[src/rtl/nib_alu_pkg.sv]
`timescale 1ns/1ps
package nib_alu_pkg;
  localparam int OP_W = 5;

  typedef enum logic [OP_W-1:0] {
    OP_NOP      = 5'd0,
    OP_ADD_MA   = 5'd1,
    OP_SUB_MA   = 5'd2,
    OP_INC_M    = 5'd3,
    OP_DEC_M    = 5'd4,
    OP_INC_A    = 5'd5,
    OP_DEC_A    = 5'd6,
    OP_INC_Y    = 5'd7,
    OP_DEC_Y    = 5'd8,
    OP_NEG_A    = 5'd9,
    OP_XOR_MA   = 5'd10,
    OP_LE_AM    = 5'd11,
    OP_LE_AI    = 5'd12,
    OP_NZ_M     = 5'd13,
    OP_NE_YA    = 5'd14,
    OP_NE_YI    = 5'd15,
    OP_TEST_BIT = 5'd16,
    OP_A_FROM_Y = 5'd17,
    OP_Y_FROM_A = 5'd18,
    OP_A_CLR    = 5'd19,
    OP_A_FROM_M = 5'd20,
    OP_Y_FROM_M = 5'd21,
    OP_Y_FROM_I = 5'd22,
    OP_RSVD23   = 5'd23
  } op_e;
endpackage

[src/rtl/nib_ripple.sv]
`timescale 1ns/1ps
module nib_ripple #(
  parameter int W = 4
) (
  input  logic [W-1:0] x_i,
  input  logic [W-1:0] y_i,
  input  logic         cin_i,
  output logic [W-1:0] sum_o,
  output logic         cout_o
);
  logic [W:0] c;
  assign c[0] = cin_i;

  for (genvar b = 0; b < W; b++) begin : g_bit
    assign sum_o[b] = x_i[b] ^ y_i[b] ^ c[b];
    assign c[b+1]   = (x_i[b] & y_i[b]) | (c[b] & (x_i[b] ^ y_i[b]));
  end

  assign cout_o = c[W];
endmodule

[src/rtl/nib_opsel.sv]
`timescale 1ns/1ps
module nib_opsel
  import nib_alu_pkg::*;
#(
  parameter int W = 4
) (
  input  op_e          op_i,
  input  logic [W-1:0] a_i,
  input  logic [W-1:0] m_i,
  input  logic [W-1:0] y_i,
  input  logic [W-1:0] imm_i,
  output logic [W-1:0] x_o,
  output logic [W-1:0] z_o,
  output logic         cin_o
);
  // subtract-like forms add the inverted operand with carry-in 1;
  // decrements add all-ones so carry out means no borrow
  always_comb begin
    x_o   = '0;
    z_o   = '0;
    cin_o = 1'b0;
    unique case (op_i)
      OP_ADD_MA: begin x_o = m_i;   z_o = a_i;                end
      OP_SUB_MA: begin x_o = m_i;   z_o = ~a_i; cin_o = 1'b1; end
      OP_INC_M:  begin x_o = m_i;               cin_o = 1'b1; end
      OP_DEC_M:  begin x_o = m_i;   z_o = '1;                 end
      OP_INC_A:  begin x_o = a_i;               cin_o = 1'b1; end
      OP_DEC_A:  begin x_o = a_i;   z_o = '1;                 end
      OP_INC_Y:  begin x_o = y_i;               cin_o = 1'b1; end
      OP_DEC_Y:  begin x_o = y_i;   z_o = '1;                 end
      OP_NEG_A:  begin              z_o = ~a_i; cin_o = 1'b1; end
      OP_LE_AM:  begin x_o = m_i;   z_o = ~a_i; cin_o = 1'b1; end
      OP_LE_AI:  begin x_o = imm_i; z_o = ~a_i; cin_o = 1'b1; end
      default:   ;
    endcase
  end
endmodule

[src/rtl/nib_test.sv]
`timescale 1ns/1ps
module nib_test #(
  parameter int W     = 4,
  parameter int BIT_W = $clog2(W)
) (
  input  logic [W-1:0]     a_i,
  input  logic [W-1:0]     m_i,
  input  logic [W-1:0]     y_i,
  input  logic [W-1:0]     imm_i,
  input  logic [BIT_W-1:0] bit_i,
  output logic             ya_ne_o,
  output logic             yi_ne_o,
  output logic             m_nz_o,
  output logic             m_bit_o
);
  logic [W-1:0] d_ya, d_yi;

  for (genvar b = 0; b < W; b++) begin : g_diff
    assign d_ya[b] = y_i[b] ^ a_i[b];
    assign d_yi[b] = y_i[b] ^ imm_i[b];
  end

  assign ya_ne_o = |d_ya;
  assign yi_ne_o = |d_yi;
  assign m_nz_o  = |m_i;
  assign m_bit_o = m_i[bit_i];
endmodule

[src/rtl/nib_alu.sv]
`timescale 1ns/1ps
module nib_alu
  import nib_alu_pkg::*;
#(
  parameter int W     = 4,
  parameter int BIT_W = $clog2(W)
) (
  input  logic [OP_W-1:0]  op_i,
  input  logic [W-1:0]     a_i,
  input  logic [W-1:0]     m_i,
  input  logic [W-1:0]     y_i,
  input  logic [W-1:0]     imm_i,
  input  logic [BIT_W-1:0] bit_i,
  output logic [W-1:0]     a_o,
  output logic [W-1:0]     y_o,
  output logic             a_we_o,
  output logic             y_we_o,
  output logic             st_o
);
  op_e          op;
  logic [W-1:0] add_x, add_z, add_sum;
  logic         add_cin, add_cout;
  logic         ya_ne, yi_ne, m_nz, m_bit;

  assign op = op_e'(op_i);

  nib_opsel #(.W(W)) u_opsel (
    .op_i(op), .a_i(a_i), .m_i(m_i), .y_i(y_i), .imm_i(imm_i),
    .x_o(add_x), .z_o(add_z), .cin_o(add_cin)
  );

  nib_ripple #(.W(W)) u_add (
    .x_i(add_x), .y_i(add_z), .cin_i(add_cin),
    .sum_o(add_sum), .cout_o(add_cout)
  );

  nib_test #(.W(W), .BIT_W(BIT_W)) u_test (
    .a_i(a_i), .m_i(m_i), .y_i(y_i), .imm_i(imm_i), .bit_i(bit_i),
    .ya_ne_o(ya_ne), .yi_ne_o(yi_ne), .m_nz_o(m_nz), .m_bit_o(m_bit)
  );

  always_comb begin
    a_o    = a_i;
    y_o    = y_i;
    a_we_o = 1'b0;
    y_we_o = 1'b0;
    st_o   = 1'b1;
    case (op)
      OP_ADD_MA, OP_SUB_MA, OP_INC_M, OP_DEC_M, OP_DEC_A, OP_NEG_A: begin
        a_o = add_sum; a_we_o = 1'b1; st_o = add_cout;
      end
      OP_INC_A:               begin a_o = add_sum; a_we_o = 1'b1; end
      OP_INC_Y, OP_DEC_Y:     begin y_o = add_sum; y_we_o = 1'b1; st_o = add_cout; end
      OP_XOR_MA:              begin a_o = a_i ^ m_i; a_we_o = 1'b1; end
      OP_LE_AM, OP_LE_AI:     st_o = add_cout;
      OP_NZ_M:                st_o = m_nz;
      OP_NE_YA:               st_o = ya_ne;
      OP_NE_YI:               st_o = yi_ne;
      OP_TEST_BIT:            st_o = m_bit;
      OP_A_FROM_Y:            begin a_o = y_i;   a_we_o = 1'b1; end
      OP_Y_FROM_A:            begin y_o = a_i;   y_we_o = 1'b1; end
      OP_A_CLR:               begin a_o = '0;    a_we_o = 1'b1; end
      OP_A_FROM_M:            begin a_o = m_i;   a_we_o = 1'b1; end
      OP_Y_FROM_M:            begin y_o = m_i;   y_we_o = 1'b1; end
      OP_Y_FROM_I:            begin y_o = imm_i; y_we_o = 1'b1; end
      default:                ;
    endcase
  end
endmodule

[config.mk]
export PLATFORM = sky130hd
export DESIGN_NAME = nib_alu
export DESIGN_NICKNAME = d
export VERILOG_FILES = /design/src/rtl/nib_alu_pkg.sv /design/src/rtl/nib_ripple.sv /design/src/rtl/nib_opsel.sv /design/src/rtl/nib_test.sv /design/src/rtl/nib_alu.sv
export SDC_FILE = /design/constraint.sdc
export NUM_CORES = 1
export LEC_CHECK = 0
export BUFFER_PORTS_ARGS = -buffer_cell sky130_fd_sc_hd__buf_2
export CAP_MARGIN = 20
export CORE_ASPECT_RATIO = 1.25
export CORE_MARGIN = 2
export CORE_UTILIZATION = 40
export DETAILED_ROUTE_END_ITERATION = 8
export PLACE_DENSITY = 0.66
export SLEW_MARGIN = 10
export SYNTH_ARGS = -nofsm -noshare
export SYNTH_HDL_FRONTEND = slang
export SYNTH_HIERARCHICAL = 1
export SYNTH_SLANG_ARGS = --single-unit
[constraint.sdc]
create_clock -name vclk -period 8.5
set_input_delay 0.425 -clock vclk [all_inputs]
set_output_delay 0.425 -clock vclk [all_outputs]
set_load 0.02 [all_outputs]
==> results of run 1 <==
## cell type report
| type | count | area (um^2) | share of cell area [%] |
|---|---|---|---|
| multi-input combinational | 147 | 1144 | 80.32 |
| timing repair buffer | 34 | 170.2 | 11.95 |
| inverter | 17 | 63.81 | 4.482 |
| tap | 37 | 46.29 | 3.251 |
## final timing paths
kind / from / end
min: y_i[3] / y_o[3]
max: op_i[1] / y_o[3]
## power groups by stage
stage / clock network [uW] / logic, uW / registers, uW
3_5_place_dp: 0 / 80.9 / 0
3_3_place_gp: 0 / 80.5 / 0
6_report: 0 / 81.1 / 0
2_1_floorplan: 0 / 58.1 / 0
5_1_grt: 0 / 90.1 / 0
4_1_cts: 0 / 81.1 / 0
## cells by family after synthesis
logic type	Yosys count	synth area share (%)
AOI/OAI and AO/OA	56	32.72
adders and majority gates	5	7.026
xor gates and xnor gates	15	10.11
buffers and inverters	29	12.03
muxes	7	6.833
and+or+nand+nor	64	31.28
## cells in the final DEF (no fill, tap or decap), types with 2 or more instances in the layout
master and n:
buf_2 34, inv_1 17, xnor2_1 14, o21ai_0 12, a221o_1 12, nor2b_1 11, nor3_1 9, nor2_1 8
a22o_1 8, nand2_1 7, nand4_1 6, a21oi_1 6, nand3_1 5, o22ai_1 5, o2111ai_1 4, mux2_1 4
nand2b_1 4, fa_1 4, nand3b_1 3, nor4b_2 2, nand2b_4 2, o32a_1 2
## critical path, cell delays in order
cell       delay (ns)
buf_2            0.49
xnor2_1          0.18
nor3_1           0.11
a22o_1           0.26
a221o_1          0.28
fa_1             0.39
inv_1            0.07
fa_1             0.16
inv_1            0.05
fa_1             0.35
inv_1            0.07
fa_1             0.40
inv_1            0.06
nor2b_1          0.17
o21ai_0          0.11
o2111ai_1        0.12
mux2_1           0.15
buf_2            0.15
## layer usage
| metal | GRT usage (%) | part of all wire, % | vias to the layer above |
|---|---|---|---|
| met2 | 35.71 | 52 | 54 |
| met5 | 0 | 0 | - |
| met4 | 1.829 | 0.38 | 0 |
| met3 | 0.4425 | 6.6 | 2 |
| met1 | 26.96 | 41 | 648 |
| li1 | - | - | 715 |
## through the flow
stage	worst slack (ns)	hold WS, ns	instance area [um^2]	cells
finish	4.079	1.286	1424	235
global route	3.738	1.310	1424	235
CTS	4.067	1.291	1424	235
detailed placement	4.070	1.290	1424	235
global placement	4.142	1.292	1424	235
floorplan	4.739	1.060	1300	176
==> flow_results.org, run 1 <==
** Critical path
- Required time worst endpoint :: just over 8 ns
- STA classifies the critical path startpoint as a primary input.
- In this run the worst path has a maximum fanout of 36.
- STA classifies the critical path endpoint as an output pin.
- Critical path data arrival time :: ~4.0 ns
- CP Class :: primary input to output pin

** Synth
- Post-synthesis average cell area :: 7.386 um^2
- Yosys warning count :: 6
- Synthesis produced a netlist whose cell count is approximately 180.
- Fraction of synthesized cell area taken by the top area cell type :: 9.432%
- Largest area contributor in the netlist :: xnor2_1
- Post-synthesis sequential area ratio :: 0%
- After synthesis, the most frequently instantiated cells are inv_1, xnor2_1, a221o_1, o21ai_0, nor2b_1.
- Net Count, Synth :: 203
- Cell area after synthesis :: around 1300 um^2
- Yosys instantiated no cell more often than inv_1.
- Top post-synthesis cells by area :: xnor2_1, a221o_1, fa_1
- Yosys cell types :: 43

** Routing
- Number of vias per cell :: about 6.0
- Detailed Route WL :: ~3700 um
- Summing over every cut layer, the via total after detailed routing is 1419.
- Before antenna repair, the detailed router went through 6 iterations.
- The detail route stage leaves a number of antenna-violating nets equal to 0.
- Detailed-route DRC error count :: 0
- Dividing the detail-routed wire length by the instance count gives around 16 um.
- Iteration-0 DRC count of the detailed router :: 63

** GRT
- Antenna violations before repair :: 0
- Global-route congestion overflow total :: 0
- Global routing used approximately a fifth of the available tracks.
- Entering global routing, the biggest net connects 37 pins.
- The first global-routing pass estimated about 5600 um of wire.
- Vias in the first global route :: approximately 1200

** Finish
- Cells with a size suffix above 1 make up a little under a quarter of the layout.
- The layout has between 300 and 400 filler cells.
- Once layout is complete, the utilization of the core stands at 44.98%.
- Number of sequential cells in the layout :: 0
- The sequential cells in the finished layout cover a total of 0 um^2.
- Compared with the post-synthesis result, the final layout area differs by 9.529%.
- The number of antenna diodes in the final layout is 0.
- Net count, final :: between 200 and 250
- Clock buffers in the final layout number 0.

** STA
- Worst rel slew slack :: 58.53%
- The hold violation count in the final report was 0.
- The final-report max-slew violation count was 0.
- Min Clock Period, post-route :: 4.421 ns
- Unrepaired setup endpoints after global routing :: false
- Dividing the final minimum period by the clock period gives 52.02%.
- Final setup fails :: 0
- Adding up every negative setup slack in the final design gives 0 ns.
- Based on the critical path, the design can be clocked at up to about 230 MHz.
- For the pin with the worst max-slew slack, the measured transition is between 0.6 and 0.7 ns.

** Pwr
- Sequential cells burn 0% of the power.
- Internal portion of total power :: 32.86 uW
- Proportion of power drawn by the clock network :: 0%
- Net switching is slightly below 60% of the power.
- The analysis attributes to cell leakage a power of 0.0005672 uW.
- In this run the power density over the cells is about 57 nW/um^2.
- Total chip power :: slightly above 80 uW
- VDD sags by at most approximately 0.035 mV.
- Fraction of power consumed by combinational cells :: between 90% and 100%
- Summed over all nets, the switching power comes to about 48 uW.

** Die
- The floorplan step defined a die boundary enclosing approximately 3700 um^2.
- Chip width :: between 50 and 60 um
- The initial utilization of the core area, before any placement, comes to roughly two fifths.
- Boundary Pins :: 34
- Floorplan Core Area :: between 3000 and 4000 um^2
- Die Y-Extent :: slightly below 70 um
- Number of placement rows :: 23

** Placement
- The count of buffers added on input and output ports is 34.
- Summed over all nets, the half-perimeter wirelength after detailed placement is between 2000 and 3000 um.
- The congestion estimate from routability-driven global placement came to approximately 0.95.

** Min path
- The worst hold path was traced through 3 stages.
- Worst min path class :: primary input to output pin

** Job
- Max capacitance violation total :: 0

** CTS
- In this run the post-CTS setup repair buffer count came out at 0.
- The number of gates resized after CTS was 0.
- Post-CTS Hold Buffers :: 0

** Status
- The run finished with clean final reports.
Power figures use the tool's default switching activity.
==> inputs of run 2 (changes only) <==
- clock period: 8.5 -> 4.1 ns (I/O delays scaled with it)
==> run 2 against run 1 <==
Wire length increased by 5.6%. Critical path depth unchanged. Critical path type unchanged. Cell area increased by 3.2%. Via count increased by 4.8%. Final cell count increased by 2.6%. First-iteration DRC count increased by 22%.
==> flow_results.org, run 2 (synthesis gave the netlist of run 1 again) <==
** Status
- The flow ran to the end, and the final reports show no timing, DRC or antenna violations.

** Job
- The number of maximum-capacitance violations is 0 (unchanged).

** Finish
- Commonest cells after routing, fill and taps aside :: buf_2, inv_1, xnor2_1
- The clock buffer count was 0 (unchanged).
- The count of placed standard cells in the final layout, fillers left out was 241 (+2.6%).
- Leaving out fill and tap cells, the most frequent cell in the layout is buf_2.
- The post-layout instance area came to 1469 um^2 (+3.2%).
- From synthesis to final layout, the design area changed by 12.99%.
- The final net count was 233 (+2.6%).
- Register Area :: 0 um^2 (unchanged)
- Number of sequential cells in the layout :: 0 (unchanged)
- Number of inserted diodes :: 0 (unchanged)
- The final-layout fill cell count was 334 (-5.4%).
- The proportion of layout cells with a drive suffix above 1 is 25.49% (+2.3 points).

** Routing
- The number of DRC markers after the initial detailed-route iteration was 77 (+22%).
- Wire length per cell after detailed routing :: 16.35 um (+3.0%)
- The total wire length came to 3941 um (+5.6%).
- Total via count after detailed routing :: 1487 (+4.8%)
- Router iterations before antenna repair :: 4 (-2)
- Number of vias per cell :: 6.170 (+2.2%)
- The residual DRC count came to 0 (unchanged).
- The remaining number of nets flagged by the antenna check after routing is 0 (unchanged).

** GRT
- Maximum number of pins on one net before global-route repair :: 26 (-30%)
- The first-pass GRT wire length is 6023 um (+6.7%).
- The overall global routing resource usage is 21.35% (+1.4 points).
- The number of global-route vias before repair is 1271 (+11%).
- Antenna violations before repair :: 0 (unchanged)
- The total congestion overflow was 0 (unchanged).

** STA
- The worst path in the final design needs a cycle of 3.846 ns, including I/O delays and setup.
- The sum of negative setup slack was 0 ns (unchanged).
- Unrepaired setup endpoints after global routing :: false
- The hold violation count in the final report is 0 (unchanged).
- Fmax achieved :: between 200 and 300 MHz
- Final setup fails :: 0 (unchanged)
- Slew Viols, Final :: 0 (unchanged)
- Worst rel slew slack :: 61.83% (+3.3 points)
- Final cycle utilization of the critical path :: ~94%
- Slew at the pin closest to its max-slew limit :: 0.5701 ns (-0.05200 ns)

** Die
- Floorplan Core Area :: 3166 um^2 (unchanged)
- The overall die area was 3725 um^2 (unchanged).
- Boundary Pins :: 34 (unchanged)
- The overall die height is 67.74 um (unchanged).
- Initial core utilization :: 41.07% (unchanged)
- The row count was 23 (unchanged).
- The die width came to 54.99 um (unchanged).

** Placement
- Count of buffers inserted at the top-level ports :: 34 (unchanged)
- The sum of net half-perimeters after detailed placement came to 3008 um (+4.4%).
- Cell area reported after detailed placement :: 1469 um^2 (+3.2%)
- RePlAce Congestion :: 0.9000 (-4.8%)
- The count of placed standard cells including taps came to 241 (+2.6%).

** Critical path
- STA classifies the critical path endpoint as an output pin.
- Critical path data arrival time :: 3.64 ns (-0.36 ns)
- Worst Setup Start Kind :: primary input
- The peak fanout along the critical path is 24 (-33%).
- CP Class :: primary input to output pin
- The worst endpoint required time was 3.89 ns (-4.19 ns).

** Min path
- The min-delay analysis places its worst path in the category primary input to output pin.

** Pwr
- The total power density per cell area was 117.9 nW/um^2 (+110%).
- Maximum vdd drop :: 0.05874 mV (+67%)
- Static Leak :: 0.0005972 uW (+5.3%)

** CTS
- Number of post-CTS setup repair buffers :: 0 (unchanged)
- The count of hold-fix buffers inserted at cts was 0 (unchanged).
- Post-cts gate resize count :: 0 (unchanged)
[run 2: changes by cell type in the layout (fill, tap and decap cells not counted)]
cell	change
buf_4	+6
[run 2: per-layer routing]
layer	vias up	wire [um]	GRT usage [%]
li1	722	-	-
met1	692	1628	27.68
met2	64	1981	37.65
met3	9	234	0.8850
met4	0	96	5.488
met5	-	0	0
[run 2: layout make-up]
| type | count | area, um^2 | share of cell area, % |
|---|---|---|---|
| repair buffers | 40 | 215.2 | 14.65 |
| multi-input cells | 147 | 1144 | 77.85 |
| inverters | 17 | 63.81 | 4.344 |
| well taps | 37 | 46.29 | 3.152 |
[run 2: worst max-delay path, stage by stage]
cell and delay, ns:
buf_2 0.34, nand2b_4 0.24, o32a_1 0.14, nor2_1 0.07, a221o_1 0.37, fa_1 0.40
inv_1 0.08, fa_1 0.16, inv_1 0.05, fa_1 0.34, inv_1 0.08, fa_1 0.42
inv_1 0.06, nor2b_1 0.16, o21ai_0 0.11, o2111ai_1 0.11, mux2_1 0.14, buf_2 0.15
[run 2: worst paths after layout]
| path | start | to | cells after the start |
|---|---|---|---|
| worst max-delay path | op_i[3] | y_o[3] | 18 |
| worst min-delay path | y_i[0] | y_o[0] | 3 |
[run 2: metrics by stage]
stage	utilization, %	total power (uW)	setup slack, ns	hold WS, ns
floorplan	-	120.4	0.7794	0.6204
global placement	46.40	171.7	0.3554	0.8446
detailed placement	46.40	172.1	0.2718	0.8380
CTS	46.40	172.5	0.2702	0.8454
finish	46.40	173.1	0.2543	0.8492
global route	46.40	189.9	0.02488	0.8717
[run 2: report_power, final]
part	internal, uW	total, uW	leakage, uW	switching [uW]
clock	0	0	0	0
sequential	0	0	0	0
combinational	71.5	173	0.000597	102
total	71.5	173	0.000597	102
==> inputs of run 3 (changes only) <==
- CORE_UTILIZATION: 40 -> 54
- PLACE_DENSITY: 0.66 -> 0.84
==> run 3 against run 2 <==
Flip-flop and latch count unchanged. First-iteration DRC count down 27%. Global-route usage up 7.6 points. Die area fell by 24%. Clock-buffer cell count did not move. Sequential share of layout area stayed put. Final cell count down 3.3%. Wire length rose by 0.13%. Critical path depth did not move. Combinational power barely moved. Worst hold slack gained 0.021 ns. Largest cell class unchanged.
==> flow_results.org, run 3 (synthesis gave the netlist of run 1 again) <==
** Finish
- Commonest cells after routing, fill and taps aside :: buf_2, inv_1, xnor2_1
- Commonest non-fill, non-tap cell in the layout :: buf_2
- Net count, final :: 231 (-0.86%)
- Register Area :: 0 um^2 (unchanged)
- Number of inserted diodes :: 0 (unchanged)
- Share of final-layout standard cells stronger than drive strength 1 :: 24.75% (-0.74 points)
- The count of sequential standard cells was 0 (unchanged).
- The final-layout fill cell count is 228 (-32%).
- Clkbuf count :: 0 (unchanged)
- From synthesis to final layout, the design area changed by 11.45%.

** STA
- Slew Viols, Final :: 0 (unchanged)
- The share of the cycle needed by the critical path after routing came to 92.87% (-0.93 points).
- The worst setup margin was 0.2925 ns (+0.03817 ns).
- The number of endpoints failing setup at the final stage came to 0 (unchanged).
- Setup repair after global routing left no endpoint under its margin.
- Min Clock Period, post-route :: 3.808 ns (-0.03817 ns)
- Worst rel slew slack :: 61.96% (+0.14 points)
- The sum of negative setup slack was 0 ns (unchanged).
- Fmax achieved :: 262.6 MHz (+1.0%)
- The worst-case hold slack is 0.8697 ns (+0.02056 ns).
- Final count of hold timing violations :: 0 (unchanged)
- The actual slew at the worst max-slew pin is 0.5681 ns (-0.002031 ns).

** Critical path
- Broken down by cell family, the worst path's largest delay share belongs to adder cells.
- The worst setup path is launched from a primary input.
- The peak fanout along the critical path came to 24 (unchanged).
- CP Class :: primary input to output pin
- The number of cells on the critical path was 18 (unchanged).
- Worst Setup End Kind :: output pin
- The most critical setup path has its startpoint at op_i[3].
- Critical path cell sequence :: clkbuf_4 > nand2b_4 > o32a_1 > nor2_1 > a221o_1 > fa_1 > inv_1 > fa_1 > inv_1 > fa_1 > inv_1 > fa_1 > inv_1 > nor2b_1 > o21ai_0 > o2111ai_1 > mux2_1 > buf_2
- Critical-path cell with the highest stage delay :: fa_1
- Following the worst setup path forward leads to its endpoint at y_o[3].
- The worst path arrival time came to 3.60 ns (-0.04 ns).
- Required time worst endpoint :: 3.89 ns (about the same)
- The total buffers and inverters traversed by the critical path was 6 (unchanged).
- The largest incremental delay on the critical path is 0.43 ns (about the same).

** Die
- The row count is 19 (-17%).
- The starting density of the core was 58.17% (+17 points).
- Boundary Pins :: 34 (unchanged)
- Overall die area :: 2818 um^2 (-24%)
- Floorplan Core Area :: 2235 um^2 (-29%)
- The die width is 47.89 um (-13%).
- Die Y-Extent :: 58.86 um (-13%)

** Placement
- The sum of net half-perimeters after detailed placement is 2958 um (-1.7%).
- The post-placement setup slack was 0.2513 ns (-0.02054 ns).
- The number of I/O port buffers was 34 (unchanged).
- The placer's final routability congestion estimate was 0.9594 (+6.6%).

** GRT
- First-pass GRT wire length :: 6120 um (+1.6%)
- Vias in the first global route :: 1311 (+3.1%)
- Antenna violations before repair :: 0 (unchanged)
- The overall global routing resource usage came to 28.99% (+7.6 points).
- Global-route congestion overflow total :: 0 (unchanged)
- Maximum number of pins on one net before global-route repair :: 26 (unchanged)

** Pwr
- The internal power summed over all cells is 71.31 uW (-0.33%).
- Net switching share of the total power :: 59.05% (+0.38 points)
- Static Leak :: 0.0005877 uW (-1.6%)
- The largest voltage drop on the vdd net was 0.08934 mV (+52%).
- Fraction of power consumed by combinational cells :: 100.0% (about the same)
- Switching component of the power :: 102.8 uW (+1.2%)
- The relative contribution of sequential cells to total power is 0% (unchanged).
- PwrDens :: 120.2 nW/um^2 (+2.0%)
- The fraction of power consumed by the clock network is 0% (unchanged).

** Status
- The flow ran to the end, and the final reports show no timing, DRC or antenna violations.

** Routing
- The length of the first detailed-routing pass in iterations is 5 (+1).
- Total via count after detailed routing :: 1509 (+1.5%)
- Number of vias per cell :: 6.476 (+5.0%)
- Count of antenna-violating nets left after detailed routing :: 0 (unchanged)
- The average wire per cell in the routed design was 16.94 um (+3.6%).
- Detailed Route WL :: 3946 um (+0.13%)
- The number of DRC markers after the initial detailed-route iteration came to 56 (-27%).
- Detailed-route DRC error count :: 0 (unchanged)

** Min path
- The worst hold path belongs to the class primary input to output pin.

** Job
- Max capacitance violation total :: 0 (unchanged)

** CTS
- Number of post-CTS setup repair buffers :: 0 (unchanged)
run 3: cell type report:
class,instances,area [um^2],area share (%)
tap,31,38.79,2.677
inverter,17,63.81,4.404
timing repair buffer,38,202.7,13.99
multi-input combinational,147,1144,78.93
run 3: how the worst min path moves through the flow:
stage	depth (start not counted)	end	slack, ns	startpoint
after floorplan	1	y_o[0]	0.62	y_i[0]
after global placement	3	y_o[1]	0.85	y_i[1]
after detailed placement	3	y_o[1]	0.85	y_i[1]
after CTS	3	y_o[1]	0.85	y_i[1]
after global routing	3	y_o[1]	0.87	y_i[1]
final	3	y_o[0]	0.87	y_i[0]
run 3: power by group through the flow:
stage,logic [uW],registers (uW),clock network [uW]
2_1_floorplan,120,0,0
3_3_place_gp,167,0,0
3_5_place_dp,171,0,0
4_1_cts,171,0,0
5_1_grt,189,0,0
6_report,174,0,0
run 3: what timing repair did:
action                                  CTS  global route
hold buffers                              0             0
endpoints found under the setup margin    0             1
gates resized for setup                   0             1
run 3: metal layers:
metal | vias up | part of all wire (%) | track usage (%)
met5 | - | 0 | 0
met4 | 0 | 1.8 | 5.792
met3 | 8 | 5.5 | 0.3067
met2 | 63 | 50 | 48.57
met1 | 712 | 42 | 40.98
li1 | 726 | - | -
run 3: worst min-delay path, cell delays in order:
cell and delay (ns):
buf_2 0.16, mux2_1 0.14, buf_2 0.15
run 3: stage by stage:
stage               total power [uW]  cells  cell area (um^2)  util (%)
CTS                            171.1    233              1446     64.73
global route                   188.7    233              1449     64.84
finish                         174.1    233              1449     64.84
floorplan                      120.4    176              1300         -
detailed placement             170.6    233              1446     64.73
global placement               167.1    233              1446     64.73
